===== src/rtl/slot_cmp_pkg.sv =====
package slot_cmp_pkg;

    // Which address space a decoder instance recognises.
    typedef enum logic [0:0] {
        SPACE_STD   = 1'b0,
        SPACE_SUPER = 1'b1
    } space_e;

    localparam int unsigned SPACE_COUNT = 2;

    // Active-high decode result carried between the decoders and the register.
    typedef struct packed {
        logic super_hit;
        logic std_hit;
    } slot_hit_t;

    // Convert an active-high hit into the flag level on the pins.
    function automatic logic to_flag_n(input logic hit);
        return ~hit;
    endfunction

endpackage


===== src/rtl/slot_field_split.sv =====
module slot_field_split #(
    parameter int unsigned ID_W = 4
) (
    input  logic [2*ID_W-1:0] upper_bits,
    output logic [ID_W-1:0]   top_field,
    output logic [ID_W-1:0]   next_field
);
    // Upper field sits in the most significant nibble, the second just below.
    assign top_field  = upper_bits[2*ID_W-1 -: ID_W];
    assign next_field = upper_bits[ID_W-1:0];
endmodule


===== src/rtl/slot_space_decoder.sv =====
module slot_space_decoder #(
    parameter int unsigned          ID_W  = 4,
    parameter slot_cmp_pkg::space_e SPACE = slot_cmp_pkg::SPACE_STD
) (
    input  logic [ID_W-1:0] top_field,
    input  logic [ID_W-1:0] next_field,
    input  logic [ID_W-1:0] slot_id,
    output logic            hit
);
    localparam logic [ID_W-1:0] ZERO_ID = '0;

    generate
        if (SPACE == slot_cmp_pkg::SPACE_STD) begin : g_std
            logic top_is_zero;
            logic next_is_id;
            logic unused_std;
            assign top_is_zero = (top_field == ZERO_ID);
            assign next_is_id  = (next_field == slot_id);
            assign hit         = top_is_zero & next_is_id;
            assign unused_std  = 1'b0;
        end else begin : g_super
            logic id_nonzero;
            logic top_is_id;
            logic unused_super;
            assign id_nonzero   = (slot_id != ZERO_ID);
            assign top_is_id    = (top_field == slot_id);
            assign hit          = id_nonzero & top_is_id;
            assign unused_super = ^next_field;
        end
    endgenerate
endmodule


===== src/rtl/slot_hit_reg.sv =====
module slot_hit_reg (
    input  logic                    clk,
    input  logic                    rst,
    input  slot_cmp_pkg::slot_hit_t hit_d,
    output logic                    std_hit_n,
    output logic                    super_hit_n
);
    import slot_cmp_pkg::*;

    slot_hit_t hit_q;

    always_ff @(posedge clk) begin
        if (rst) begin
            hit_q <= '0;
        end else begin
            hit_q <= hit_d;
        end
    end

    assign std_hit_n   = to_flag_n(hit_q.std_hit);
    assign super_hit_n = to_flag_n(hit_q.super_hit);
endmodule


===== src/rtl/slot_id_match.sv =====
module slot_id_match #(
    parameter int unsigned BUS_W = 16,
    parameter int unsigned ID_W  = 4
) (
    input  logic             addr_clk,
    input  logic             rst,
    input  logic [BUS_W-1:0] ad_bus,
    input  logic [ID_W-1:0]  slot_id,
    output logic             std_hit_n,
    output logic             super_hit_n
);
    import slot_cmp_pkg::*;

    localparam int unsigned UPPER_W = 2 * ID_W;
    localparam int unsigned LOW_W   = BUS_W - UPPER_W;

    logic [ID_W-1:0] top_field;
    logic [ID_W-1:0] next_field;
    logic [SPACE_COUNT-1:0] space_hit;
    slot_hit_t hit_d;
    logic unused_low;

    assign unused_low = ^ad_bus[LOW_W-1:0];

    slot_field_split #(.ID_W(ID_W)) u_split (
        .upper_bits (ad_bus[BUS_W-1 -: UPPER_W]),
        .top_field  (top_field),
        .next_field (next_field)
    );

    generate
        for (genvar s = 0; s < SPACE_COUNT; s++) begin : g_space
            slot_space_decoder #(
                .ID_W  (ID_W),
                .SPACE (space_e'(s))
            ) u_dec (
                .top_field  (top_field),
                .next_field (next_field),
                .slot_id    (slot_id),
                .hit        (space_hit[s])
            );
        end
    endgenerate

    assign hit_d.std_hit   = space_hit[SPACE_STD];
    assign hit_d.super_hit = space_hit[SPACE_SUPER];

    slot_hit_reg u_reg (
        .clk         (addr_clk),
        .rst         (rst),
        .hit_d       (hit_d),
        .std_hit_n   (std_hit_n),
        .super_hit_n (super_hit_n)
    );
endmodule


===== config.mk =====
export PLATFORM = sky130hd
export DESIGN_NAME = slot_id_match
export DESIGN_NICKNAME = d
export VERILOG_FILES = /design/src/rtl/slot_cmp_pkg.sv /design/src/rtl/slot_field_split.sv /design/src/rtl/slot_space_decoder.sv /design/src/rtl/slot_hit_reg.sv /design/src/rtl/slot_id_match.sv
export SDC_FILE = /design/constraint.sdc
export NUM_CORES = 1
export LEC_CHECK = 0
export BUFFER_PORTS_ARGS = -buffer_cell sky130_fd_sc_hd__buf_2
export CORE_AREA = 2 2 39 41
export DETAILED_ROUTE_END_ITERATION = 12
export DIE_AREA = 0 0 41 43
export GPL_TIMING_DRIVEN = 0
export PLACE_DENSITY = 0.56
export SLEW_MARGIN = 20
export SYNTH_ARGS = -nofsm -noshare
export SYNTH_HDL_FRONTEND = slang
export SYNTH_HIERARCHICAL = 1
export SYNTH_SLANG_ARGS = --single-unit

===== constraint.sdc =====
create_clock -name addr_clk -period 1.4 [get_ports addr_clk]
set_input_delay 0.21 -clock addr_clk [delete_from_list [all_inputs] [get_ports addr_clk]]
set_output_delay 0.21 -clock addr_clk [all_outputs]
set_load 0.05 [all_outputs]

==> summary.txt <==
Logic synthesis
  – Sequential area share after synthesis: 0.167
  – Xor/xnor share of the synthesized area: 0.255
  – Cell variety after synth: 11
  – Yosys warnings: 6
  – Synthesized area: 240 sq um
  – Mux contribution to synthesized area: 0
  – Net count after synthesis: 50
  – Mapped Cells: 28
  – Post-synthesis simple-gate area fraction: 0.234
  – Post-synthesis compound-gate area fraction: 0.0625
  – Largest family of logic cells by synthesized area: buffers and inverters
  – Post-Syn Area per Cell: 8.58 sq um
  – Synth Area in Adders: 0
  – #FFs+latches synth: 2

STA
  – Setup tns final: 0 ps
  – Tightest Pin Transition: ~250 ps
  – Slew HR: 0.834
  – RSZ-0062 raised after global routing: no
  – Final setup margin: around 400 ps
  – Final slew viol count: 0
  – Fin crit share: 0.711
  – Final Hold Viols: 0
  – Fmax: 1.00 GHz
  – Endpoints failing setup: 0
  – Post-layout min period: 996 ps

Pwr
  – Static leakage: 0.133 nW
  – Cell Pwr Density: 770 nW/um^2
  – Peak supply drop: 0.116 mV

Cells and area
  – N_diodes: 0
  – Final design utilization: 0.230
  – Area Growth Syn to Fin: 32.3%
  – Largest regs: u_reg/hit_q (2)
  – Largest register by flop count: u_reg/hit_q
  – Sequential cell area: 40.0 sq um
  – Post-route cell area: 318 sq um
  – Largest register FFs: 2
  – Fin nets: slightly above 60
  – Layout cell share with drive strength beyond 1: 0.553
  – Fillers: about 160
  – Multi-input logic area: 133 sq um
  – Commonest non-fill, non-tap cell in the layout: buf_4
  – Most frequent cells in the layout: 8 x buf_4, 7 x buf_2, 6 x xor2_1

Critical path
  – Worst Setup Start Kind: register
  – Crit-path max FO: 1
  – Crit-path slowest cell: dfxtp_1
  – Kind of cell adding the most delay to the critical path: flip-flops
  – Setup CP Type: reg -> out
  – Crit path from: u_reg/hit_q[0]
  – WP data arrival: 790 ps
  – Critical path data required time: 1190 ps
  – CP Capture Type: output port
  – CP cell instances: inv_1, buf_2
  – Worst Path Buf+Inv: 2
  – Worst path max stage delay: 280 ps

Route
  – Drt wl/cell: 7.80 um
  – Routed Antenna Nets: 0
  – Post-route DRC: 0
  – Drt initial violations: 0
  – DR vias/cell: about 3.5
  – DRT Pass-1 Iters: 1
  – Drt total wl: 421 um
  – Vias: around 190

Floorplan
  – Starting Density: 0.174
  – Die height: 43 um
  – Number of I/O pins: 24
  – Die area: 1760 sq um
  – Rows: 14
  – Die X: 41 um
  – CORE AREA: around 1400 sq um

Job
  – MaxCap Viol Count: 0

Clock tree
  – CTS tree: yes
  – CTS Root Cell: clkbuf_4
  – Worst-path clk slew: 30 ps
  – Post_cts resized: 0
  – CTS sink count: 2
  – Clock tree buffer depth: 2
  – Setup Buffers After CTS: 0
  – H-tree Lvls: 1
  – Post-CTS Hold Fix Bufs: 0
  – Clock buffer count from CTS: 3

Place
  – Placer Congestion: between 0.6 and 0.7
  – Post-placement setup slack: 170 ps
  – Buffers added on ports: 7
  – Area after DPL: 295 sq um

Global route
  – Remaining Overflow, GRT: 0
  – Global routing met1 resource utilization: 0.0601
  – Grt peak-use layer: met4
  – Met2 Use GR: 0.0781
  – First-pass GRT wire length: 676 um
  – Vias in the first global route: around 190
  – GR Util All Layers: 0.0599
  – Largest net degree at the start of global routing: 4
  – GR Util met3: 0.0209
  – Antenna violations before repair: 0

Min path
  – Worst hold path class: in -> reg
  – Hold path start: rst
  – Hold path depth: 2
  – Min-Delay Endpoint: u_reg/hit_q[1]

Run status
  – Status: completed
-- per-layer routing --
metal,vias to the layer above,wire [um]
met2,10,208
li1,103,-
met5,-,0
met1,78,145
met3,0,67
met4,0,0
-- worst max-delay path by stage --
stage | end | slack (ps) | cells past startpoint
floorplan | u_reg/hit_q[1] | 240 | 4
global placement | u_reg/hit_q[1] | 180 | 4
detailed placement | u_reg/hit_q[1] | 170 | 4
CTS | super_hit_n | 390 | 2
global route | std_hit_n | 360 | 2
finish | std_hit_n | 400 | 2
-- synth_stat cells (all sizes together) --
cell	n	area [sq um]
a2111oi	1	15.0
buf	8	60.1
dfxtp	2	40.0
inv	2	7.51
nand2	2	7.51
nor2b	2	12.5
nor3	1	5.00
nor4	2	25.0
or3	1	6.26
xnor2	1	8.76
xor2	6	52.6
-- layout make-up --
type	instances	share of cell area
multi-input combinational	16	0.417
buffer	8	0.189
sequential	2	0.126
timing repair buffer	7	0.110
clock buffer	3	0.0709
tap	16	0.0630
inverter	2	0.0236
-- kinds of logic after synthesis --
kind of cell,count (synthesis)
and+or+nand+nor,8
buffers and inverters,10
DFF,2
AOI/OAI and AO/OA,1
xor gates and xnor gates,7
-- through the flow --
step,instances,hold slack [ps],power [mW]
final,54,163,0.245
after global routing,54,160,0.267
after CTS,54,154,0.255
after detailed placement,51,392,0.121
after global placement,51,386,0.120
after floorplan,28,282,0.105
-- power breakdown --
part / switching [mW] / internal, mW / total, mW
clock: 0.0313 / 0.0944 / 0.126
combinational: 0.0278 / 0.0330 / 0.0608
sequential: 0.000152 / 0.0583 / 0.0584
Note: power is estimated with default switching activity, not from simulation.
